**src/rtl/irq_pkg.sv**
```systemverilog
package irq_pkg;

  localparam int unsigned OFS_STAT = 32'h0C;
  localparam int unsigned OFS_MASK = 32'h10;
  localparam int unsigned OFS_DIAG = 32'h20;

  typedef enum logic [1:0] {
    SEL_NONE = 2'd0,
    SEL_STAT = 2'd1,
    SEL_MASK = 2'd2,
    SEL_DIAG = 2'd3
  } reg_sel_e;

endpackage

```
**src/rtl/irq_addr_dec.sv**
```systemverilog
module irq_addr_dec
  import irq_pkg::*;
#(
  parameter int unsigned ADDR_W = 8
) (
  input  logic [ADDR_W-1:0] addr_i,
  output reg_sel_e          sel_o
);

  always_comb begin
    if (addr_i == ADDR_W'(OFS_STAT))      sel_o = SEL_STAT;
    else if (addr_i == ADDR_W'(OFS_MASK)) sel_o = SEL_MASK;
    else if (addr_i == ADDR_W'(OFS_DIAG)) sel_o = SEL_DIAG;
    else                                  sel_o = SEL_NONE;
  end

endmodule

```
**src/rtl/irq_cfg_regs.sv**
```systemverilog
module irq_cfg_regs #(
  parameter int unsigned DATA_W = 32
) (
  input  logic              clk_i,
  input  logic              rst_ni,
  input  logic              wr_mask_i,
  input  logic              wr_diag_i,
  input  logic [DATA_W-1:0] wdata_i,
  output logic [DATA_W-1:0] mask_o,
  output logic              diag_o
);

  logic [DATA_W-1:0] mask_q;
  logic              diag_q;

  always_ff @(posedge clk_i or negedge rst_ni) begin
    if (!rst_ni) begin
      mask_q <= '0;
    end else if (wr_mask_i) begin
      mask_q <= wdata_i;
    end
  end

  always_ff @(posedge clk_i or negedge rst_ni) begin
    if (!rst_ni) begin
      diag_q <= 1'b0;
    end else if (wr_diag_i) begin
      diag_q <= wdata_i[0];
    end
  end

  assign mask_o = mask_q;
  assign diag_o = diag_q;

  p_mask_wr_r2: assert property (@(posedge clk_i) disable iff (!rst_ni)
    wr_mask_i |=> (mask_q == $past(wdata_i)));

  p_mask_hold_r10: assert property (@(posedge clk_i) disable iff (!rst_ni)
    !wr_mask_i |=> $stable(mask_q));

  p_diag_hold_r10: assert property (@(posedge clk_i) disable iff (!rst_ni)
    !wr_diag_i |=> $stable(diag_q));

endmodule

```
**src/rtl/irq_status_reg.sv**
```systemverilog
module irq_status_reg #(
  parameter int unsigned DATA_W  = 32,
  parameter logic        SUM_RST = 1'b1
) (
  input  logic              clk_i,
  input  logic              rst_ni,
  input  logic              diag_i,
  input  logic              wr_i,
  input  logic [DATA_W-1:0] wdata_i,
  input  logic [DATA_W-2:0] evt_i,
  input  logic [DATA_W-1:0] mask_i,
  output logic [DATA_W-1:0] stat_o
);

  localparam int unsigned LOW_W = DATA_W - 1;
  localparam int unsigned SUM_B = DATA_W - 1;

  logic [LOW_W-1:0] low_q;
  logic             sum_q;

  // event beats clear/write on the same bit
  for (genvar b = 0; b < LOW_W; b++) begin : g_bit
    always_ff @(posedge clk_i or negedge rst_ni) begin
      if (!rst_ni) begin
        low_q[b] <= 1'b0;
      end else if (evt_i[b]) begin
        low_q[b] <= 1'b1;
      end else if (wr_i) begin
        low_q[b] <= diag_i ? wdata_i[b] : (low_q[b] & ~wdata_i[b]);
      end
    end
  end

  always_ff @(posedge clk_i or negedge rst_ni) begin
    if (!rst_ni) begin
      sum_q <= SUM_RST;
    end else if (diag_i) begin
      if (wr_i) sum_q <= wdata_i[SUM_B];
    end else begin
      sum_q <= |(low_q & mask_i[LOW_W-1:0]);
    end
  end

  assign stat_o = {sum_q, low_q};

  p_evt_set_r3: assert property (@(posedge clk_i) disable iff (!rst_ni)
    (|evt_i) |=> ((stat_o[LOW_W-1:0] & $past(evt_i)) == $past(evt_i)));

  p_clear_r4: assert property (@(posedge clk_i) disable iff (!rst_ni)
    (wr_i && !diag_i) |=>
      ((stat_o[LOW_W-1:0] & $past(wdata_i[LOW_W-1:0] & ~evt_i)) == '0));

  p_no_drop_r4: assert property (@(posedge clk_i) disable iff (!rst_ni)
    !wr_i |=> ((stat_o[LOW_W-1:0] & $past(stat_o[LOW_W-1:0]))
               == $past(stat_o[LOW_W-1:0])));

  p_diag_wr_r7: assert property (@(posedge clk_i) disable iff (!rst_ni)
    (wr_i && diag_i) |=>
      (stat_o == $past({wdata_i[SUM_B], wdata_i[LOW_W-1:0] | evt_i})));

  p_sum_hold_r7: assert property (@(posedge clk_i) disable iff (!rst_ni)
    (diag_i && !wr_i) |=> $stable(stat_o[SUM_B]));

  p_sum_idle_r6: assert property (@(posedge clk_i) disable iff (!rst_ni)
    (!diag_i && ((stat_o[LOW_W-1:0] & mask_i[LOW_W-1:0]) == '0)) |=> !stat_o[SUM_B]);

endmodule

```
**src/rtl/irq_status_ctrl.sv**
```systemverilog
module irq_status_ctrl
  import irq_pkg::*;
#(
  parameter int unsigned ADDR_W = 8,
  parameter int unsigned DATA_W = 32
) (
  input  logic              clk_i,
  input  logic              rst_ni,
  input  logic [ADDR_W-1:0] addr_i,
  input  logic              we_i,
  input  logic [DATA_W-1:0] wdata_i,
  output logic [DATA_W-1:0] rdata_o,
  input  logic [DATA_W-2:0] evt_i,
  output logic              irq_o
);

  localparam int unsigned SUM_B = DATA_W - 1;

  reg_sel_e          sel;
  logic [DATA_W-1:0] mask;
  logic [DATA_W-1:0] stat;
  logic              diag;

  irq_addr_dec #(.ADDR_W(ADDR_W)) u_dec (
    .addr_i (addr_i),
    .sel_o  (sel)
  );

  irq_cfg_regs #(.DATA_W(DATA_W)) u_cfg (
    .clk_i     (clk_i),
    .rst_ni    (rst_ni),
    .wr_mask_i (we_i && (sel == SEL_MASK)),
    .wr_diag_i (we_i && (sel == SEL_DIAG)),
    .wdata_i   (wdata_i),
    .mask_o    (mask),
    .diag_o    (diag)
  );

  irq_status_reg #(.DATA_W(DATA_W), .SUM_RST(1'b1)) u_stat (
    .clk_i   (clk_i),
    .rst_ni  (rst_ni),
    .diag_i  (diag),
    .wr_i    (we_i && (sel == SEL_STAT)),
    .wdata_i (wdata_i),
    .evt_i   (evt_i),
    .mask_i  (mask),
    .stat_o  (stat)
  );

  always_comb begin
    unique case (sel)
      SEL_STAT: rdata_o = stat;
      SEL_MASK: rdata_o = mask;
      SEL_DIAG: rdata_o = {{(DATA_W-1){1'b0}}, diag};
      default:  rdata_o = '0;
    endcase
  end

  assign irq_o = stat[SUM_B] & mask[SUM_B];

  p_irq_masked_r8: assert property (@(posedge clk_i) disable iff (!rst_ni)
    !mask[SUM_B] |-> !irq_o);

  p_irq_idle_r8: assert property (@(posedge clk_i) disable iff (!rst_ni)
    !stat[SUM_B] |-> !irq_o);

  p_other_rd_r10: assert property (@(posedge clk_i) disable iff (!rst_ni)
    (sel == SEL_NONE) |-> (rdata_o == '0));

  p_diag_rd_r9: assert property (@(posedge clk_i) disable iff (!rst_ni)
    (sel == SEL_DIAG) |-> (rdata_o[DATA_W-1:1] == '0));

endmodule

```
**config.mk**
```make
export PLATFORM = sky130hd
export DESIGN_NAME = irq_status_ctrl
export DESIGN_NICKNAME = d
export VERILOG_FILES = /design/src/rtl/irq_pkg.sv /design/src/rtl/irq_addr_dec.sv /design/src/rtl/irq_cfg_regs.sv /design/src/rtl/irq_status_reg.sv /design/src/rtl/irq_status_ctrl.sv
export SDC_FILE = /design/constraint.sdc
export NUM_CORES = 1
export LEC_CHECK = 0
export ABC_CLOCK_PERIOD_IN_PS = 2450
export BUFFER_PORTS_ARGS = -buffer_cell sky130_fd_sc_hd__buf_2
export CAP_MARGIN = 20
export CELL_PAD_IN_SITES_DETAIL_PLACEMENT = 1
export CELL_PAD_IN_SITES_GLOBAL_PLACEMENT = 2
export CORE_MARGIN = 8
export CORE_UTILIZATION = 29
export DETAILED_ROUTE_END_ITERATION = 7
export GPL_TIMING_DRIVEN = 0
export PLACE_DENSITY_LB_ADDON = 0.08
export SETUP_SLACK_MARGIN = 0.02
export SLEW_MARGIN = 20
export SYNTH_ARGS = -nofsm -noshare
export SYNTH_HDL_FRONTEND = slang
export SYNTH_SLANG_ARGS = --single-unit
```
**constraint.sdc**
```tcl
create_clock -name clk_i -period 2.45 [get_ports clk_i]
set_input_delay 0.49 -clock clk_i [delete_from_list [all_inputs] [get_ports clk_i]]
set_output_delay 0.49 -clock clk_i [all_outputs]
set_load 0.02 [all_outputs]
```
Word-level counts from Yosys, hierarchy flattened --
Index checks and enable logic that the tools add are counted. Widths: inputs -> output; s select.
Word-level totals: register bits 65, bits of input ports 74, output and inout bits 33, word-level logic and storage cells 239
Operators by class: equal/unequal tests 7, multiplexer cells 99, bitwise logic cells 64, reductions and logical operators 35
Operator list (number):
- $pmux 32 s3 | 1
- $mux 1 | 95
- $reduce_bool 2->1 | 31
- $and 1x1->1 | 32
- $and 31x31->31 | 1
- $not 1->1 | 31
- $reduce_or 31->1 | 1
- $eq 8x4->1 const B | 1
- $eq 8x5->1 const B | 1
- $eq 8x6->1 const B | 1
- $mux 2 | 3
- $eq 2x2->1 const B | 2
- $logic_and 1x1->1 | 3
- $eq 2x1->1 const B | 1
- $ne 2x1->1 const B | 1

Longest topological paths before layout --
Gate-level depths: netlist of run 1.
depth after elaboration 8, mapped depth 6, gate-level depth less buffers 4

Hierarchy --
From an unflattened synthesis of run 1, not the netlist that was laid out.
Unflattened totals: cells, all modules 252, area, all modules 3414.5 um^2
Modules (own cells, without submodules):
- irq_status_reg | times used 1, cells an instance 128, area an instance 1537.7 um^2, sequential area each 802.0 um^2
- irq_cfg_regs | times used 1, cells an instance 70, area an instance 1381.3 um^2, sequential area each 825.8 um^2
- irq_status_ctrl | times used 1, cells an instance 48, area an instance 434.2 um^2, sequential area each 0.0 um^2
- irq_addr_dec | times used 1, cells an instance 6, area an instance 61.3 um^2, sequential area each 0.0 um^2

Worst setup path after synthesis of run 1 --
No wires, ideal clock.
path kind input-to-output, start point input port addr_i[1], end point output port rdata_o[10], data arrival time 2.029 ns, data required time 1.960 ns, path slack -0.069 ns, stages 4, path buffers 1, cells stage by stage or4_4 > nor3_1 > clkbuf_1 > a22o_1
On the way: cells in the longest elaborated chain, start to end 6, elaborated cells on any way between the ends 10, those cells by class 6 x eq/ne; 4 x mux
Ends and longest elaborated chain:
- start: declaration | RTL line irq_status_ctrl.sv:9 | input logic [ADDR_W-1:0] addr_i,
- $eq 8x6->1 | RTL line irq_addr_dec.sv:13 | else if (addr_i == ADDR_W'(OFS_DIAG)) sel_o = SEL_DIAG;
- $mux 2 | RTL line irq_addr_dec.sv:13
- $mux 2 | RTL line irq_addr_dec.sv:12 | else if (addr_i == ADDR_W'(OFS_MASK)) sel_o = SEL_MASK;
- $mux 2 * | RTL line irq_addr_dec.sv:11 | if (addr_i == ADDR_W'(OFS_STAT)) sel_o = SEL_STAT;
- $eq 2x2->1 or $eq 2x1->1 (tied branches) | RTL line irq_status_ctrl.sv:51 | unique case (sel)
- $pmux 32 s3 * | RTL line irq_status_ctrl.sv:51
- end: declaration | RTL line irq_status_ctrl.sv:12 | output logic [DATA_W-1:0] rdata_o,
Every way passes the cells marked *; elsewhere a longest branch is shown, timed or not.

Final worst setup path of run 1 --
start point input port addr_i[6], end point output port rdata_o[10]
The elaborated chain is that of the path after synthesis.

==> flow_metrics.tcl, run 1 <==
set metrics [dict create \
    vdd_drop_max_v 0.0002836 \
    met2WireLength_mm 5.551 \
    port-buffer-count 106 \
    die_h_um 119.9 \
    synth_area_per_cell_um2 12.73 \
    ys_seq_elements 65 \
    routed_wl_mm 11.97 \
    antenna_found_initial 1 \
    ff_latch_area_um2 1628 \
    synth_cell_types 30 \
    r2r-end "u_stat.stat_o[6]$_DFFE_PN0P_" \
    multiInputGateArea_um2 1459 \
    grt_usage_pct 16.77 \
    dieArea_um2 14380 \
    grt_pass1_vias 3126 \
    place_area_um2 3864 \
    wl_per_cell_um 23.01 \
    synth.net_count 320 \
    nets 449 \
    finalCriticalPeriod_ps 2462 \
    num_vias 2737 \
    wl_met3_um 568 \
    cts.sinks 65 \
    mostFrequentLayoutCells "buf_2, dfrtp_1, a22o_1, a221o_1, buf_6" \
    clk_latency_ps 350 \
    cts-root-buf "clkbuf_8" \
    syn_inst 246 \
    area_growth_pct 47.20 \
    dp_slack_ps -677.2 \
    cp.arrival_ps 1970 \
    p_leak_nw 2.059 \
    worst_setup_path_start_kind "primary input" \
    max-slew-margin-rel_pct 59.88 \
    cts-buffers-inserted 9 \
    grt_max_degree 35 \
    row_count 38 \
    powerDensity_nw_per_um2 568.9 \
    layout_commonest_cell "buf_2" \
    fmax_mhz 406.1 \
    hold_buffers 0 \
    clockBufferDepth 2 \
    grt_pass1_wl_mm 18.38 \
    cts_tree "yes" \
    viasPerCell 5.263 \
    r2r_slack_ps 730 \
    fin_skew_ps 6.431 \
    rsz0062_at_grt "true" \
    start_util_pct 29.26 \
    tightest_slew_ps 601.9 \
    final_area_um2 4608 \
    core_area_um2 10700 \
    n_fill_cell 1161 \
    antenna_cells 0 \
    drt_first_pass_iters 4 \
    ios 107 \
    cts-htree-levels 3 \
    synth_area_um2 3131 \
    cp-end-kind "primary output" \
    min_path_type "primary input to async pin" \
    drt_iter0_drc 117 \
    drv_slew 0 \
    clk_pin_slew_worst_paths_ps 80 \
    holdWs_ps 76.14 \
    r2r_start "u_cfg.diag_o$_DFFE_PN0P_" \
    utilization_pct 43.08 \
    synthFlopType "dfrtp_1" \
    hold_viol 0 \
    finalSetupViolCount 7 \
    status "finished, violations left" \
    postLayoutSetupSlackWorst_ps -12.33 \
    ys_seq_area_share_pct 52.00 \
    top_layer "met5" \
    wl_met1_mm 5.770 \
    synth-edff-count 0 \
    yosysWarnings 0 \
    path_max_fanout 10 \
    drcViolationCount 0 \
    violations "setup timing" \
    worst-setup-path-type "primary input to primary output" \
    grt_overflow 0 \
    final_antenna_net_count 0 \
    layout-drive-gt1-share_pct 43.42 \
    reg2reg_depth 3 \
    async_flop_share_pct 100.0 \
    critPathRequiredTime_ps 1960 \
    drv_cap 0 \
    dp_hpwl_mm 8.216 \
    post-route-period-util_pct 100.5 \
    die_x_um 119.9 \
    gp_congestion 0.7042 \
]
per-stage QoR:
| step | TNS (ps) | power (W) | cells |
|---|---|---|---|
| 2_1_floorplan | -1340 | 0.001224 | 246 |
| 3_3_place_gp | -25050 | 0.001360 | 492 |
| 3_5_place_dp | -27170 | 0.001369 | 493 |
| 4_1_cts | -310.3 | 0.002649 | 517 |
| 5_1_grt | -1111 | 0.002724 | 520 |
| 6_report | -49.91 | 0.002622 | 520 |
cell usage after synthesis (all sizes together) (2+ instances only):
| library cell | count | area share, % |
|---|---|---|
| o21ai | 31 | 5.0 |
| nor3 | 2 | 0.32 |
| a221o | 32 | 10 |
| nor4 | 2 | 1.4 |
| nand4 | 2 | 0.40 |
| a22oi | 5 | 1.2 |
| mux2 | 33 | 12 |
| a221oi | 5 | 1.4 |
| dfrtp | 64 | 51 |
| nand2 | 2 | 0.32 |
| a22o | 36 | 10 |
| and2 | 2 | 0.40 |
| buf | 7 | 1.4 |
| clkbuf | 12 | 1.6 |
worst max path at each step:
stage                  end  cells past startpoint  slack, ps  startpoint
2_1_floorplan  rdata_o[10]                      4        -40   addr_i[1]
3_3_place_gp   rdata_o[28]                      6       -720   addr_i[1]
3_5_place_dp   rdata_o[28]                      6       -680   addr_i[1]
4_1_cts         rdata_o[3]                      7        -30   addr_i[6]
5_1_grt        rdata_o[18]                      7        -70   addr_i[6]
6_report       rdata_o[10]                      7        -10   addr_i[6]
repair_timing:
action                                  4_1_cts  5_1_grt
resized for setup                            80       14
endpoints found under the setup margin       32       62
pin swaps                                     8       18
cloned                                        2        1
buffers inserted                              6        2
sequential cells by signal, indices dropped and copies added, names as in the netlist:
| register | cells |
|---|---|
| u_stat.sum_q | 1 |
| u_stat.stat_o | 31 |
| u_cfg.mask_o | 32 |
| u_cfg.diag_o | 1 |
where the power goes:
group	total, W	internal [W]	switching, W
Sequential	0.00114	0.00111	0.0000291
Combinational	0.000215	0.000101	0.000113
Clock	0.00127	0.000833	0.000435
critical path, stage by stage:
cell	delay [ps]
buf_6	90
or4_4	570
nor4_4	160
buf_6	180
buf_8	150
a22o_1	190
buf_6	130
per-layer routing:
layer	GRT usage (%)	vias up
met1	21.99	1392
met2	26.58	69
met3	5.589	6
li1	-	1268
met5	0	-
met4	3.044	2
cell type report:
class                   count  area share (%)
plain buffers              19           4.534
clock buffers              11           3.285
clock inverters             5           2.715
inverters                   1         0.08146
multi-input cells         161           31.66
flip-flops and latches     65           35.32
well taps                 140           3.801
repair buffers            118           18.60
cells by family after synthesis:
logic type	after synthesis	synth area share, %
AO/OA/AOI/OAI	111	28.34
AND/OR/NAND/NOR	16	4.437
flip-flops	65	52.00
multiplexers	34	12.19
buffers and inverters	20	3.037
Power figures use the tool's default switching activity.
==> inputs of run 2 (changes only) <==
--- a/config.mk
+++ b/config.mk
@@ -16,6 +16,8 @@
 export GPL_TIMING_DRIVEN = 0
 export PLACE_DENSITY_LB_ADDON = 0.08
 export SETUP_SLACK_MARGIN = 0.02
+export SKIP_CTS_REPAIR_TIMING = 1
+export SKIP_LAST_GASP = 1
 export SLEW_MARGIN = 20
 export SYNTH_ARGS = -nofsm -noshare
 export SYNTH_HDL_FRONTEND = slang
==> flow_metrics.tcl, run 2 (synthesized netlist as in run 1, its figures left out) <==
set metrics [dict create \
    cts-root-buf "clkbuf_8" \
    crit_top_cell "buf_6" \
    ios 107 \
    slowest_delay_ps 580 \
    violations "setup timing" \
    layout-drive-gt1-share_pct 42.18 \
    vdd_drop_max_v 0.0002647 \
    status "finished, violations left" \
    clk_latency_ps 350 \
    cts-buffers-inserted 9 \
    largest_reg_flops 32 \
    layout_commonest_cell "buf_2" \
    routed_wl_mm 11.75 \
    cp-end-kind "primary output" \
    rsz0062_at_grt "true" \
    postLayoutSetupSlackWorst_ps -45.94 \
    nets 446 \
    final_antenna_net_count 0 \
    viasPerCell 5.337 \
    slowest_stage "or4_4" \
    antenna_cells 0 \
    drv_cap 0 \
    p_leak_nw 2.005 \
    path_max_fanout 7 \
    ff_latch_area_um2 1628 \
    multiInputGateArea_um2 1436 \
    grt_pass1_vias 2992 \
    core_area_um2 10700 \
    clockBufferDepth 2 \
    max-slew-margin-rel_pct 56.83 \
    wl_per_cell_um 22.72 \
    drv_slew 0 \
    dp_slack_ps -677.2 \
    clk_pin_slew_worst_paths_ps 80 \
    gp_congestion 0.7042 \
    fin_skew_ps 8.793 \
    tightest_slew_ps 647.5 \
    grt_pass1_wl_mm 17.59 \
    num_vias 2759 \
    grt_max_degree 35 \
    fmax_mhz 400.7 \
    drt_first_pass_iters 4 \
    antenna_found_initial 1 \
    dp_hpwl_mm 8.216 \
    finalCriticalPeriod_ps 2496 \
    cts-htree-levels 3 \
    cts.sinks 65 \
    area_growth_pct 42.97 \
    port-buffer-count 106 \
    crit_chain "buf_6, or4_4, nor3_4, buf_12, buf_8, a22o_1, buf_6" \
    total_power_w 0.002626 \
    row_count 38 \
    grt_usage_pct 16.06 \
    die_h_um 119.9 \
    critPathRequiredTime_ps 1960 \
    cts_tree "yes" \
    critPathTopFamily "simple AND/OR/NAND/NOR gates" \
    crit_buf_inv 4 \
    post-route-period-util_pct 101.9 \
    worst-setup-path-type "primary input to primary output" \
    drcViolationCount 0 \
    n_fill_cell 1172 \
    finalSetupViolCount 16 \
    dieArea_um2 14380 \
    mostFrequentLayoutCells "buf_2, dfrtp_1, a22o_1" \
    start_util_pct 29.26 \
    powerDensity_nw_per_um2 586.7 \
    cp.arrival_ps 2010 \
    hold_viol 0 \
    die_x_um 119.9 \
    drt_iter0_drc 140 \
    worst_setup_path_start_kind "primary input" \
    grt_overflow 0 \
    min_path_type "primary input to async pin" \
]
[run 2: changes by cell type in the layout (fill, tap and decap cells not counted)]
cell / before / now
a22o_1: 32 / 34
a22o_4: 4 / 2
buf_12: 2 / 7
buf_2: 76 / 78
buf_4: 13 / 29
buf_6: 32 / 13
clkbuf_16: 5 / 1
clkbuf_2: 3 / 2
clkbuf_4: 1 / 0
clkbuf_8: 12 / 11
nor3_1: 0 / 1
nor3_2: 1 / 0
[run 2: stage by stage]
stage	area [um^2]	cells	setup TNS (ps)	hold slack [ps]	utilization, %
2_1_floorplan	3136	246	-1340	194.4	-
5_1_grt	4476	517	-1411	94.86	41.84
3_5_place_dp	3864	493	-27170	472.9	36.12
3_3_place_gp	3841	492	-25050	499.6	35.91
6_report	4476	517	-214.1	69.35	41.84
4_1_cts	4140	509	-18840	89.00	38.70
[run 2: worst paths after layout]
check | from | endpoint | slack [ps] | cells past startpoint
worst max-delay path | addr_i[7] | rdata_o[16] | -50 | 7
worst min-delay path | rst_ni | u_stat.stat_o[8]$_DFFE_PN0P_ | 70 | 1
worst max register to register | u_cfg.diag_o$_DFFE_PN0P_ | u_stat.stat_o[6]$_DFFE_PN0P_ | 670 | 3
worst min register to register | u_cfg.mask_o[31]$_DFFE_PN0P_ | u_cfg.mask_o[31]$_DFFE_PN0P_ | 520 | 1
max in group asynchronous | rst_ni | u_stat.stat_o[17]$_DFFE_PN0P_ | 1820 | 2
min in group clk_i | evt_i[25] | u_stat.stat_o[25]$_DFFE_PN0P_ | 330 | 2
[run 2: final cells by class]
type | count | area share, %
plain buffers | 19 | 4.110
clock buffers | 11 | 3.383
clock inverters | 5 | 2.796
inverters | 1 | 0.08387
multi-input cells | 161 | 32.09
flip-flops and latches | 65 | 36.37
well taps | 140 | 3.914
repair buffers | 115 | 17.25
[run 2: where the power goes]
group          switching [W]  internal (W)
registers          0.0000286       0.00111
clock network       0.000438      0.000833
logic               0.000116      0.000100
total               0.000582       0.00204
[run 2: routing by layer]
| metal | global-route usage [%] | wire length (um) | up-vias |
|---|---|---|---|
| met1 | 21.18 | 5476 | 1391 |
| met2 | 25.04 | 5418 | 99 |
| met5 | 0 | 11 | - |
| met3 | 5.636 | 763 | 8 |
| li1 | - | - | 1259 |
| met4 | 3.044 | 78 | 2 |
[run 2: worst register-to-register path, cell delays in order, from the launching register on]
cell      delay [ps]
dfrtp_1          580
clkbuf_1         560
o21ai_0          220
a221o_1          310
